`src/rtl/hwl_pkg.sv`:
```
package hwl_pkg;

    // Action chosen for the current cycle by the PC steering logic
    typedef enum logic [2:0] {
        ACT_HOLD     = 3'd0,   // no retire: nothing moves
        ACT_SEQ      = 3'd1,   // fall through to pc + 1
        ACT_BRANCH   = 3'd2,   // taken branch, loop cancelled
        ACT_REP      = 3'd3,   // repeat issue with non-zero length
        ACT_REP_NULL = 3'd4,   // repeat issue with zero length
        ACT_LOOPBACK = 3'd5,   // final body instruction, go back to start
        ACT_EXIT     = 3'd6    // final body instruction, iterations done
    } hwl_act_e;

    // Operand selection pair, widened to a common container
    typedef struct packed {
        logic        from_reg;
        logic [31:0] imm_val;
        logic [31:0] reg_val;
    } hwl_opnd_t;

    // Sign-extend an offw-bit offset and add it to a base address
    function automatic logic [31:0] rel_target(input logic [31:0] base,
                                               input logic [31:0] off,
                                               input int unsigned offw);
        logic signed [31:0] ext;
        ext = $signed(off << (32 - offw)) >>> (32 - offw);
        return base + ext;
    endfunction

    function automatic logic [31:0] pick_opnd(input hwl_opnd_t o);
        return o.from_reg ? o.reg_val : o.imm_val;
    endfunction

endpackage

```
`src/rtl/hwl_opnd_mux.sv`:
```
module hwl_opnd_mux #(
    parameter int W = 9
) (
    input  logic         from_reg,
    input  logic [W-1:0] imm_val,
    input  logic [W-1:0] reg_val,
    output logic [W-1:0] sel_val
);
    import hwl_pkg::*;

    hwl_opnd_t pair;

    always_comb begin
        pair.from_reg = from_reg;
        pair.imm_val  = 32'(imm_val);
        pair.reg_val  = 32'(reg_val);
        sel_val       = W'(pick_opnd(pair));
    end

endmodule

```
`src/rtl/hwl_pc_steer.sv`:
```
module hwl_pc_steer #(
    parameter int AW = 16,
    parameter int LW = 9,
    parameter int BW = 9
) (
    input  logic          retire,
    input  logic          br_taken,
    input  logic          br_relative,
    input  logic [BW-1:0] br_offset,
    input  logic [AW-1:0] br_target,
    input  logic          rep_issue,
    input  logic [LW-1:0] rep_len,
    input  logic [AW-1:0] pc_cur,
    input  logic          loop_active,
    input  logic [AW-1:0] loop_start,
    input  logic [AW-1:0] loop_last,
    input  logic          loop_more,
    output logic [AW-1:0] pc_next,
    output hwl_pkg::hwl_act_e act
);
    import hwl_pkg::*;

    logic [AW-1:0] rel_pc;
    logic          at_last;

    // Relative target always from the branch's own address
    assign rel_pc  = AW'(rel_target(32'(pc_cur), 32'(br_offset), BW));
    assign at_last = loop_active && (pc_cur == loop_last);

    always_comb begin
        act     = ACT_SEQ;
        pc_next = pc_cur + 1'b1;
        if (!retire) begin
            act     = ACT_HOLD;
            pc_next = pc_cur;
        end else if (br_taken) begin
            act     = ACT_BRANCH;
            pc_next = br_relative ? rel_pc : br_target;
        end else if (rep_issue) begin
            act = (rep_len == '0) ? ACT_REP_NULL : ACT_REP;
        end else if (at_last) begin
            if (loop_more) begin
                act     = ACT_LOOPBACK;
                pc_next = loop_start;
            end else begin
                act = ACT_EXIT;
            end
        end
    end

endmodule

```
`src/rtl/hwl_loop_state.sv`:
```
module hwl_loop_state #(
    parameter int AW = 16,
    parameter int LW = 9,
    parameter int CW = 16
) (
    input  logic          clk,
    input  logic          rst,
    input  hwl_pkg::hwl_act_e act,
    input  logic [AW-1:0] pc_cur,
    input  logic [LW-1:0] rep_len,
    input  logic [CW-1:0] rep_cnt,
    output logic          loop_active,
    output logic [AW-1:0] loop_start,
    output logic [AW-1:0] loop_last,
    output logic          loop_more
);
    import hwl_pkg::*;

    logic          unlimited;
    logic [CW-1:0] left;

    always_ff @(posedge clk) begin
        if (rst) begin
            loop_active <= 1'b0;
            unlimited   <= 1'b0;
            loop_start  <= '0;
            loop_last   <= '0;
            left        <= '0;
        end else begin
            case (act)
                ACT_BRANCH, ACT_REP_NULL, ACT_EXIT: begin
                    loop_active <= 1'b0;
                end
                ACT_REP: begin
                    loop_active <= 1'b1;
                    unlimited   <= (rep_cnt == '0);
                    left        <= rep_cnt;
                    loop_start  <= pc_cur + 1'b1;
                    loop_last   <= pc_cur + AW'(rep_len);
                end
                ACT_LOOPBACK: begin
                    if (!unlimited) left <= left - 1'b1;
                end
                default: ;
            endcase
        end
    end

    assign loop_more = unlimited || (left > CW'(1));

    // a cycle with no retire leaves the loop state untouched
    a_r2_stall_keeps_state: assert property (@(posedge clk) disable iff (rst)
        act == ACT_HOLD |=> $stable(loop_active) && $stable(left) && $stable(loop_start));

    // a taken branch cancels the loop
    a_r3_branch_ends_loop: assert property (@(posedge clk) disable iff (rst)
        act == ACT_BRANCH |=> !loop_active);

    // body bounds follow the issue address and length
    a_r5_block_bounds: assert property (@(posedge clk) disable iff (rst)
        act == ACT_REP |=> loop_active
            && loop_start == AW'($past(pc_cur) + 1'b1)
            && loop_last  == AW'($past(pc_cur) + AW'($past(rep_len))));

    // a zero-length issue leaves no loop running
    a_r6_null_rep_idle: assert property (@(posedge clk) disable iff (rst)
        act == ACT_REP_NULL |=> !loop_active);

    // a counted loop never runs with zero iterations left
    a_r10_count_nonzero: assert property (@(posedge clk) disable iff (rst)
        loop_active && !unlimited |-> left != '0);

endmodule

```
`src/rtl/hwl_rep_seq.sv`:
```
module hwl_rep_seq #(
    parameter int AW = 16,
    parameter int LW = 9,
    parameter int CW = 16,
    parameter int BW = 9
) (
    input  logic          clk,
    input  logic          rst,
    input  logic          rep_issue,
    input  logic [LW-1:0] rep_len_imm,
    input  logic [LW-1:0] rep_len_reg,
    input  logic          rep_len_from_reg,
    input  logic [CW-1:0] rep_cnt_imm,
    input  logic [CW-1:0] rep_cnt_reg,
    input  logic          rep_cnt_from_reg,
    input  logic [AW-1:0] pc_cur,
    input  logic          retire,
    input  logic          br_taken,
    input  logic          br_relative,
    input  logic [BW-1:0] br_offset,
    input  logic [AW-1:0] br_target,
    input  logic          irq_req,
    output logic [AW-1:0] pc_next,
    output logic          loop_active,
    output logic          irq_hold
);
    import hwl_pkg::*;

    logic [LW-1:0] len_sel;
    logic [CW-1:0] cnt_sel;
    logic [AW-1:0] loop_start;
    logic [AW-1:0] loop_last;
    logic          loop_more;
    hwl_act_e      act;

    hwl_opnd_mux #(.W(LW)) u_len_mux (
        .from_reg (rep_len_from_reg),
        .imm_val  (rep_len_imm),
        .reg_val  (rep_len_reg),
        .sel_val  (len_sel)
    );

    hwl_opnd_mux #(.W(CW)) u_cnt_mux (
        .from_reg (rep_cnt_from_reg),
        .imm_val  (rep_cnt_imm),
        .reg_val  (rep_cnt_reg),
        .sel_val  (cnt_sel)
    );

    hwl_pc_steer #(.AW(AW), .LW(LW), .BW(BW)) u_steer (
        .retire      (retire),
        .br_taken    (br_taken),
        .br_relative (br_relative),
        .br_offset   (br_offset),
        .br_target   (br_target),
        .rep_issue   (rep_issue),
        .rep_len     (len_sel),
        .pc_cur      (pc_cur),
        .loop_active (loop_active),
        .loop_start  (loop_start),
        .loop_last   (loop_last),
        .loop_more   (loop_more),
        .pc_next     (pc_next),
        .act         (act)
    );

    hwl_loop_state #(.AW(AW), .LW(LW), .CW(CW)) u_state (
        .clk         (clk),
        .rst         (rst),
        .act         (act),
        .pc_cur      (pc_cur),
        .rep_len     (len_sel),
        .rep_cnt     (cnt_sel),
        .loop_active (loop_active),
        .loop_start  (loop_start),
        .loop_last   (loop_last),
        .loop_more   (loop_more)
    );

    assign irq_hold = irq_req & loop_active;

    // a request during an active loop is held
    a_r9_irq_held: assert property (@(posedge clk) disable iff (rst)
        loop_active && irq_req |-> irq_hold);

    // nothing is held once the loop is idle
    a_r9_irq_free: assert property (@(posedge clk) disable iff (rst)
        !loop_active |-> !irq_hold);

    // a stalled cycle keeps the PC where it is
    a_r2_stall_pc: assert property (@(posedge clk) disable iff (rst)
        !retire |-> pc_next == pc_cur);

endmodule

```
`config.mk`:
```
export PLATFORM = sky130hd
export DESIGN_NAME = hwl_rep_seq
export DESIGN_NICKNAME = d
export VERILOG_FILES = /design/src/rtl/hwl_pkg.sv /design/src/rtl/hwl_opnd_mux.sv /design/src/rtl/hwl_pc_steer.sv /design/src/rtl/hwl_loop_state.sv /design/src/rtl/hwl_rep_seq.sv
export SDC_FILE = /design/constraint.sdc
export NUM_CORES = 1
export LEC_CHECK = 0
export ABC_CLOCK_PERIOD_IN_PS = 4200
export BUFFER_PORTS_ARGS = -buffer_cell sky130_fd_sc_hd__buf_2
export CORE_MARGIN = 1.5
export CORE_UTILIZATION = 60
export CTS_CLUSTER_DIAMETER = 30
export DETAILED_ROUTE_END_ITERATION = 8
export PLACE_DENSITY = 0.94
export SYNTH_ARGS = -nofsm -noshare
export SYNTH_HDL_FRONTEND = slang
export SYNTH_SLANG_ARGS = --single-unit
```
`constraint.sdc`:
```
create_clock -name clk -period 4.2 [get_ports clk]
set_input_delay 0.42 -clock clk [delete_from_list [all_inputs] [get_ports clk]]
set_output_delay 0.42 -clock clk [all_outputs]
set_load 0.05 [all_outputs]
```
# [Word level (Yosys, flattened, before mapping)]
# Cells that the tools add are included.
[classes] n_div=0 eq_ne=7 add_sub_neg=4 n_lt_le_gt_ge=1 shift=0 bitwise=1 mux=17 n_reduce_logical=8 n_mul=0
[op_table] operator="$mux W16" n=8
[op_table] operator="$add A16 B9 Y16" n=2
[op_table] operator="$pmux W16 S2" n=1
[op_table] operator="$add A16 B1 Y16 const B" n=1
[op_table] operator="$eq A16 B16 Y1" n=1
[op_table] operator="$gt A16 B1 Y1 const B" n=1
[op_table] operator="$logic_not A16 Y1" n=1
[op_table] operator="$sub A16 B1 Y16 const B" n=1
[op_table] operator="$mux W3" n=5
[op_table] operator="$eq A3 B3 Y1 const B" n=3
[op_table] operator="$logic_not A9 Y1" n=1
[op_table] operator="$mux W9" n=1
[op_table] operator="$eq A3 B2 Y1 const B" n=2
[op_table] operator="$reduce_bool A2 Y1" n=2
[op_table] operator="$reduce_or A3 Y1" n=1
[op_table] operator="$mux W2" n=1
[op_table] operator="$ne A2 B2 Y1 const B" n=1
[op_table] operator="$pmux W1 S2" n=1
[op_table] operator="$reduce_and A2 Y1" n=1
[op_table] operator="$and A1 B1 Y1" n=1
[op_table] operator="$logic_and A1 B1 Y1" n=1
[op_table] operator="$logic_or A1 B1 Y1" n=1
[totals] ramBits=0 wordCells=43 rom_bits=0 out_inout_bits=18 mem_count=0 inputBits=100 reg_bits=50 latchBits=0

# [Depth between registers and ports, before layout]
# Gate-level depths: netlist of the first run.
[depth] depth_word=10 depth_mapped=13 mapped_depth_nobuf=11

# [Modules after synthesis]
# From an unflattened synthesis of the first run, not the netlist that was laid out.
[unflattened] hier_cells=720 area_unflattened_um2=5511.5
[by_module_without_submodules] module="hwl_loop_state" instances=1 area_per_inst_um2=3049.2 cells_each=392 seq_area_each_um2=1001.0
[by_module_without_submodules] module="hwl_pc_steer" instances=1 area_per_inst_um2=2060.7 cells_each=299 seq_area_each_um2=0.0
[by_module_without_submodules] module="hwl_opnd_mux at u_cnt_mux" instances=1 area_per_inst_um2=249.0 cells_each=18 seq_area_each_um2=0.0
[by_module_without_submodules] module="hwl_opnd_mux at u_len_mux" instances=1 area_per_inst_um2=146.4 cells_each=10 seq_area_each_um2=0.0
[by_module_without_submodules] module="hwl_rep_seq" instances=1 area_per_inst_um2=6.3 cells_each=1 seq_area_each_um2=0.0

# [Worst setup path before layout of the first run]
# OpenSTA, ideal clock, no wires.
[synth_timing] path_kind="input to output" from="input pc_cur[0]" to="output pc_next[10]" path_buffers=0 path_slack_ns=0.613 required_time_ns=3.780 stages=9 arrival_time_ns=3.167 path_cell_list="ha_1 inv_1 fa_1 nor2b_1 o31a_1 or4_1 a21o_1 xnor2_1 a221oi_1"
[synth_via] elab_chain_cells=6
[synth_lines] item="from (decl)" line_no="hwl_rep_seq.sv:16" rtl="input logic [AW-1:0] pc_cur,"
[synth_lines] item="$add A16 B1 Y16 / $eq A16 B16 Y1 (equally long branches)" line_no="hwl_pc_steer.sv:32, hwl_pc_steer.sv:28"
[synth_lines] item="$mux W16 / $logic_and A1 B1 Y1 (equally long branches)" line_no="hwl_pc_steer.sv:42, hwl_pc_steer.sv:28"
[synth_lines] item="$mux W16" line_no="hwl_pc_steer.sv:41" rtl="end else if (at_last) begin"
[synth_lines] item="$mux W16" line_no="hwl_pc_steer.sv:39" rtl="end else if (rep_issue) begin"
[synth_lines] item="$mux W16 *" line_no="hwl_pc_steer.sv:36" rtl="end else if (br_taken) begin"
[synth_lines] item="$mux W16 *" line_no="hwl_pc_steer.sv:33" rtl="if (!retire) begin"
[synth_lines] item="to (decl)" line_no="hwl_rep_seq.sv:23" rtl="output logic [AW-1:0] pc_next,"
# Every way passes the cells marked *; elsewhere a longest branch is shown, timed or not.

# [Final worst setup path of the first run]
[layout_timing] from="register u_state.left[6]" to="output pc_next[9]"
[layout_via] elab_chain_cells=7
[layout_lines] item="from (decl)" line_no="hwl_loop_state.sv:20" rtl="logic [CW-1:0] left;"
[layout_lines] item="from (signal assigned)" line_no="hwl_loop_state.sv:37" rtl="left <= rep_cnt;"
[layout_lines] item="from (signal assigned)" line_no="hwl_loop_state.sv:42" rtl="if (!unlimited) left <= left - 1'b1;"
[layout_lines] item="$gt A16 B1 Y1" line_no="hwl_loop_state.sv:49" rtl="assign loop_more = unlimited || (left > CW'(1));"
[layout_lines] item="$logic_or A1 B1 Y1" line_no="hwl_loop_state.sv:49"
[layout_lines] item="$mux W16" line_no="hwl_pc_steer.sv:42" rtl="if (loop_more) begin"
[layout_lines] item="$mux W16" line_no="hwl_pc_steer.sv:41"
[layout_lines] item="$mux W16" line_no="hwl_pc_steer.sv:39"
[layout_lines] item="$mux W16" line_no="hwl_pc_steer.sv:36"
[layout_lines] item="$mux W16" line_no="hwl_pc_steer.sv:33"
# Every way passes these cells.

==> impl_metrics.tcl, run 1 <==
set metrics [dict create \
    drc 0 \
    grt_usage_pct 31.7 \
    drtIter0Drc 454 \
    setup_viol 0 \
    peakVddDrop_mv 0.168 \
    ys_seq_elements 50 \
    power_switching_mw 0.545 \
    yosys_most_used_dff "dfxtp_1" \
    synth_common_cells "65 x nor2_1, 54 x nand2_1, 51 x a21oi_1" \
    max-slew-margin-rel_pct 49.1 \
    fmax_mhz 282 \
    rr_worst_depth 8 \
    synth_top_area_share_pct 19.8 \
    area_growth_pct 13.3 \
    critPathMaxFanout 19 \
    routed_wirelength_um 14100 \
    min_to "u_state.loop_start[0]" \
    yosysSeqAreaShare_pct 19.8 \
    pwr-share-clk_pct 24.6 \
    ctsResizeCount 0 \
    p_int_mw 0.918 \
    io_buffer_count 117 \
    fillCellCount 614 \
    timing.max_cap.violations 0 \
    synth_most_common_cell "nor2_1" \
    fin_crit_sh_pct 84.3 \
    cts-hold-fix-buffers 0 \
    wl_per_cell_um 16.8 \
    cpLargestDelayFamily "simple AND/OR/NAND/NOR gates" \
    r2r_slack_ps 1080 \
    required_ps 3780 \
    initial_core_util_pct 61.8 \
    antenna_cells 0 \
    crit_chain "or4_1, nor2_2, nand4_2, nand3_4, mux2_2, a222oi_1, o21ai_0, buf_2" \
    layout.nets 865 \
    hold_start "pc_cur[0]" \
    core_area_mm2 0.00818 \
    seqPwrFrac_pct 35.0 \
    clkSinkCount 50 \
    ys_types 70 \
    fp.dieArea_mm2 0.00898 \
    vias 5360 \
    cp_slowest_cell "or4_1" \
    synthCells 647 \
    status "finished, final reports clean" \
    antenna_found_initial 0 \
    cp_num_buf_inv 1 \
    hold_viol 0 \
    min_path_cells 2 \
    synth-async-reset-ratio_pct 0 \
    max_stage_delay_ps 590 \
    timing.rr.end "u_state.left[15]" \
    syn_nets 776 \
    grt_overflow 0 \
    clock_skew_ps 13.8 \
    place.gp.congestion 0.993 \
    die_w_um 94.8 \
    first_pass_iters 5 \
    ioPinCount 118 \
    p_leak_nw 2.56 \
    rows 33 \
    ys_warn_count 0 \
    clockRootBuffer "clkbuf_8" \
    netlist_area_mm2 0.00505 \
    cts.clk_slew.worst_paths_ps 100 \
    clock_latency_ps 310 \
    grt_pass1_wl_um 22800 \
    slew_violations 0 \
    cts_buffers 5 \
    worst_setup_path_start_kind "register" \
    comb_power_share_pct 40.5 \
    powerDensity_mw_per_mm2 256 \
    dpl.hpwl_um 10800 \
    grt_pass1_vias 5003 \
    hp-class "in -> reg" \
    synthTopCellsByArea "dfxtp_1 20%, ha_1 6.7%, xor2_1 6.1%, mux2i_1 5.2%, a21oi_1 5.1%" \
    holdWs_ps 451 \
    dieHeight_um 94.8 \
    reg2reg_from "u_state.left[6]" \
    drive_gt1_share_pct 23.8 \
    post_cts_buffers 0 \
    end_kind "output pin" \
    cts_tree "built" \
    power_switching_share_pct 37.3 \
    synth_edf_count 0 \
    crit_type "reg -> out" \
    htree_levels 2 \
    arrival_ps 3120 \
    grt_max_degree 55 \
    viasPerCell 6.37 \
    final_antenna_net_count 0 \
    fin_crit_ps 3540 \
    synth_top_area_cell "dfxtp_1" \
    tightest_slew_ps 757 \
    tns_ps 0 \
    rsz0062_at_grt "false" \
    clk_path_buf_depth 2 \
    postSynthAreaPerCell_um2 7.81 \
]
through the flow:
stage	cell area, um^2	cells	total power [mW]	worst slack [ps]	utilization [%]
2_1_floorplan	5050	647	0.947	613	-
3_3_place_gp	5610	834	1.08	852	68.6
3_5_place_dp	5610	834	1.10	787	68.6
4_1_cts	5720	841	1.45	690	70.0
5_1_grt	5720	841	1.53	457	70.0
6_report	5720	841	1.46	658	70.0
worst register-to-register path, delay by kind of cell (launching register included):
family                 cells  cell delay, ps
DFF                        1             400
and+or+nand+nor            5            1960
AOI/OAI and AO/OA          2             380
buffers and inverters      1             240
flip-flops by register name, summed over array words and instances (netlist names):
signal	flops
u_state.left	16
u_state.loop_active	1
u_state.loop_last	16
u_state.loop_start	16
u_state.unlimited	1
kinds of logic (layout without fill, tap and decap cells):
kind of cell,after synthesis,after routing,synth area share (%)
mux,45,45,9.39
fa+ha+maj,29,29,7.48
flops,50,50,19.8
xor+xnor,52,52,9.17
simple gates,223,223,23.2
compound gates,174,174,24.3
buf+inv,74,163,6.61
cell usage in the layout (no fill, tap or decap), types with 19 or more instances in the layout:
| cell type | n |
|---|---|
| inv_1 | 31 |
| o21ai_0 | 24 |
| nor2_1 | 65 |
| dfxtp_1 | 50 |
| buf_2 | 117 |
| a21oi_1 | 51 |
| ha_1 | 27 |
| nand2_1 | 54 |
| mux2i_1 | 26 |
| xor2_1 | 35 |
| nand3_1 | 19 |
| a211oi_1 | 23 |
area by class of cell:
class / instances / area (um^2) / area share [%]
clock buffer: 6 / 82.6 / 1.44
tap: 105 / 131 / 2.30
sequential: 50 / 1000 / 17.5
timing repair buffer: 125 / 646 / 11.3
clock inverter: 1 / 30.0 / 0.525
multi-input combinational: 523 / 3720 / 64.9
inverter: 31 / 116 / 2.03
worst max path at each step:
stage / from / to / slack [ps] / cells after the start
after global routing: u_state.left[6] / pc_next[9] / 460 / 8
final: u_state.left[6] / pc_next[9] / 660 / 8
after global placement: pc_cur[0] / pc_next[14] / 850 / 12
after floorplan: pc_cur[0] / pc_next[10] / 610 / 9
after detailed placement: pc_cur[0] / pc_next[14] / 790 / 12
after CTS: u_state.left[6] / pc_next[9] / 690 / 8
power by group through the flow:
stage          clock [mW]  combinational (mW)  sequential, mW
2_1_floorplan           0               0.428           0.519
6_report            0.360               0.592           0.511
5_1_grt             0.376               0.643           0.514
4_1_cts             0.359               0.584           0.511
3_5_place_dp            0               0.580           0.522
3_3_place_gp            0               0.557           0.520
layer usage:
layer	GRT usage, %	up-vias	routed length [um]
met5	0	-	0
met4	14.2	0	644
met3	4.35	68	972
met2	55.5	263	6960
met1	38.4	2489	5510
li1	-	2540	-
Note: power is estimated with default switching activity, not from simulation.
==> inputs of run 2 (changes only) <==
--- a/config.mk
+++ b/config.mk
@@ -5,13 +5,14 @@
 export SDC_FILE = /design/constraint.sdc
 export NUM_CORES = 1
 export LEC_CHECK = 0
-export ABC_CLOCK_PERIOD_IN_PS = 4200
+export ABC_AREA = 1
+export ABC_CLOCK_PERIOD_IN_PS = 3100
 export BUFFER_PORTS_ARGS = -buffer_cell sky130_fd_sc_hd__buf_2
 export CORE_MARGIN = 1.5
-export CORE_UTILIZATION = 60
+export CORE_UTILIZATION = 51
 export CTS_CLUSTER_DIAMETER = 30
 export DETAILED_ROUTE_END_ITERATION = 8
-export PLACE_DENSITY = 0.94
+export PLACE_DENSITY = 0.85
 export SYNTH_ARGS = -nofsm -noshare
 export SYNTH_HDL_FRONTEND = slang
 export SYNTH_SLANG_ARGS = --single-unit
==> constraint.sdc (replaced) <==
create_clock -name clk -period 3.1 [get_ports clk]
set_input_delay 0.31 -clock clk [delete_from_list [all_inputs] [get_ports clk]]
set_output_delay 0.31 -clock clk [all_outputs]
set_load 0.05 [all_outputs]
==> impl_metrics.tcl, run 2 <==
set metrics [dict create \
    status "finished, final reports clean" \
    io_buffer_count 117 \
    antenna_cells 0 \
    peakVddDrop_mv 0.185 \
    htree_levels 2 \
    cts_tree "built" \
    grt_max_degree 40 \
    required_ps 2790 \
    initial_core_util_pct 52.0 \
    area_growth_pct 13.1 \
    critPathMaxFanout 15 \
    yosys_most_used_dff "dfxtp_1" \
    routed_wirelength_um 15000 \
    netlist_area_mm2 0.00532 \
    dieHeight_um 105 \
    power_switching_mw 0.795 \
    tightest_slew_ps 562 \
    ctsResizeCount 0 \
    ioPinCount 118 \
    fin_crit_sh_pct 91.9 \
    fmax_mhz 351 \
    pwr-share-clk_pct 23.9 \
    cp-startpoint "u_state.left[0]" \
    hp-class "in -> reg" \
    slew_violations 0 \
    grt_pass1_wl_um 25100 \
    synthCells 916 \
    fin_area_mm2 0.00602 \
    synth_top_area_share_pct 18.8 \
    max-slew-margin-rel_pct 62.4 \
    biggestRegsByFlops "u_state.left (16), u_state.loop_last (16), u_state.loop_start (16)" \
    yosysSeqAreaShare_pct 18.8 \
    grt_pass1_vias 5438 \
    p_leak_nw 3.20 \
    drtIter0Drc 469 \
    wl_per_cell_um 13.1 \
    place_ws_ps 503 \
    rsz0062_at_grt "false" \
    die_w_um 105 \
    max_stage_delay_ps 400 \
    ys_types 41 \
    timing.max_cap.violations 0 \
    grt_overflow 0 \
    reg2reg_from "u_state.left[0]" \
    cpMostUsedCell "inv_1" \
    synth_edf_count 0 \
    crit_type "reg -> out" \
    p_int_mw 1.20 \
    comb_power_share_pct 41.3 \
    worst_setup_path_start_kind "register" \
    powerDensity_mw_per_mm2 332 \
    power_switching_share_pct 39.8 \
    antenna_found_initial 0 \
    dpl.hpwl_um 11900 \
    place.gp.congestion 0.963 \
    synth_most_common_cell "nand2_1" \
    cts.clk_slew.worst_paths_ps 100 \
    layout.nets 1140 \
    first_pass_iters 5 \
    synthTopCellsByArea "dfxtp_1 19%, nand2_1 18%, inv_1 8.7%, nor2_1 7.7%, o21ai_0 7.2%" \
    fp.dieArea_mm2 0.0111 \
    vias 5954 \
    synth_top_area_cell "dfxtp_1" \
    ys_warn_count 0 \
    viasPerCell 5.19 \
    arrival_ps 2540 \
    postSynthAreaPerCell_um2 5.81 \
    synth-async-reset-ratio_pct 0 \
    cts-hold-fix-buffers 0 \
    seqPwrFrac_pct 34.8 \
    end_kind "output pin" \
    hold_viol 0 \
    layout_setup_ws_ps 252 \
    grt_usage_pct 27.7 \
    drc 0 \
    hold_start "pc_cur[13]" \
    final_antenna_net_count 0 \
    tns_ps 0 \
    synth_common_cells "257 x nand2_1, 124 x inv_1, 109 x nor2_1" \
    drive_gt1_share_pct 14.4 \
    mostFrequentLayoutCell "nand2_1" \
    clk_path_buf_depth 2 \
    mostFrequentLayoutCells "257 x nand2_1, 124 x inv_1, 117 x buf_2, 109 x nor2_1, 77 x o21ai_0" \
    clock_latency_ps 310 \
    clkSinkCount 50 \
    cp_slowest_cell "dfxtp_1" \
    crit_chain "inv_1, ha_1, o2111ai_1, nand2_2, inv_1, nor2_1, o21ai_0, buf_2" \
    cp_num_buf_inv 3 \
    utilization_pct 58.8 \
    core_area_mm2 0.0102 \
    dpl_cell_area_mm2 0.00591 \
    fin_crit_ps 2850 \
    ys_seq_elements 50 \
    rows 37 \
    clockRootBuffer "clkbuf_8" \
    syn_nets 1045 \
    setup_viol 0 \
    clock_skew_ps 7.94 \
    post_cts_buffers 0 \
    cts_buffers 5 \
    cpLargestDelayFamily "buffers and inverters" \
]
==> run 2: cell count changes in the layout (fill, tap and decap cells not counted), sizes merged, moves of 22 or more <==
cell | before | now
nand2 | 54 | 260
nor2 | 66 | 113
o21ai | 27 | 78
mux2i | 26 | 4
a21oi | 51 | 73
a211oi | 23 | 0
inv | 31 | 126
==> run 2: logic make-up (layout without fill, tap and decap cells) <==
family,Yosys count,in the layout,share of synthesized area (%)
multiplexers,6,6,1.18
buffers and inverters,163,259,13.1
flip-flops,50,50,18.8
XOR/XNOR,45,45,7.41
AO/OA/AOI/OAI,178,178,18.0
adder cells (fa/ha/maj),29,29,7.10
AND/OR/NAND/NOR,445,445,34.4
==> run 2: power by group through the flow <==
stage	logic, mW	registers, mW	clock network, mW
after CTS	0.815	0.695	0.481
final	0.825	0.695	0.479
after floorplan	0.593	0.708	0
after global routing	0.927	0.699	0.508
after detailed placement	0.812	0.709	0
after global placement	0.805	0.708	0
==> run 2: stage by stage <==
stage | cells | power (mW) | hold slack, ps
detailed placement | 1140 | 1.52 | 446
finish | 1148 | 2.00 | 318
CTS | 1148 | 1.99 | 307
floorplan | 916 | 1.30 | 400
global route | 1148 | 2.13 | 318
global placement | 1140 | 1.51 | 440
==> run 2: path summary, 6_finish.rpt <==
kind | endpoint | slack (ps) | cells past startpoint
setup / recovery | pc_next[3] | 250 | 8
setup reg to reg | u_state.left[2] | 830 | 9
hold / removal | u_state.loop_last[13] | 320 | 3
hold reg to reg | u_state.loop_start[10] | 460 | 2
==> run 2: worst min-delay path: cells and delay by family <==
kind | cells | cell delay (ps)
AND/OR/NAND/NOR | 1 | 80
AO/OA/AOI/OAI | 1 | 60
buffers and inverters | 1 | 150
==> run 2: metal layers <==
layer | GRT usage [%] | vias up | routed length (um)
li1 | - | 3106 | -
met1 | 37.7 | 2604 | 6950
met2 | 46.2 | 214 | 6730
met3 | 3.24 | 30 | 1020
met4 | 7.53 | 0 | 338
met5 | 0 | - | 0
==> run 2: area by class of cell <==
type,count,area [um^2]
Multi-Input combinational cell,703,3620
Tap cell,136,170
Sequential cell,50,1000
Fill cell,1040,4220
Clock inverter,2,37.5
Clock buffer,6,72.6
Inverter,127,477
Timing Repair Buffer,124,638
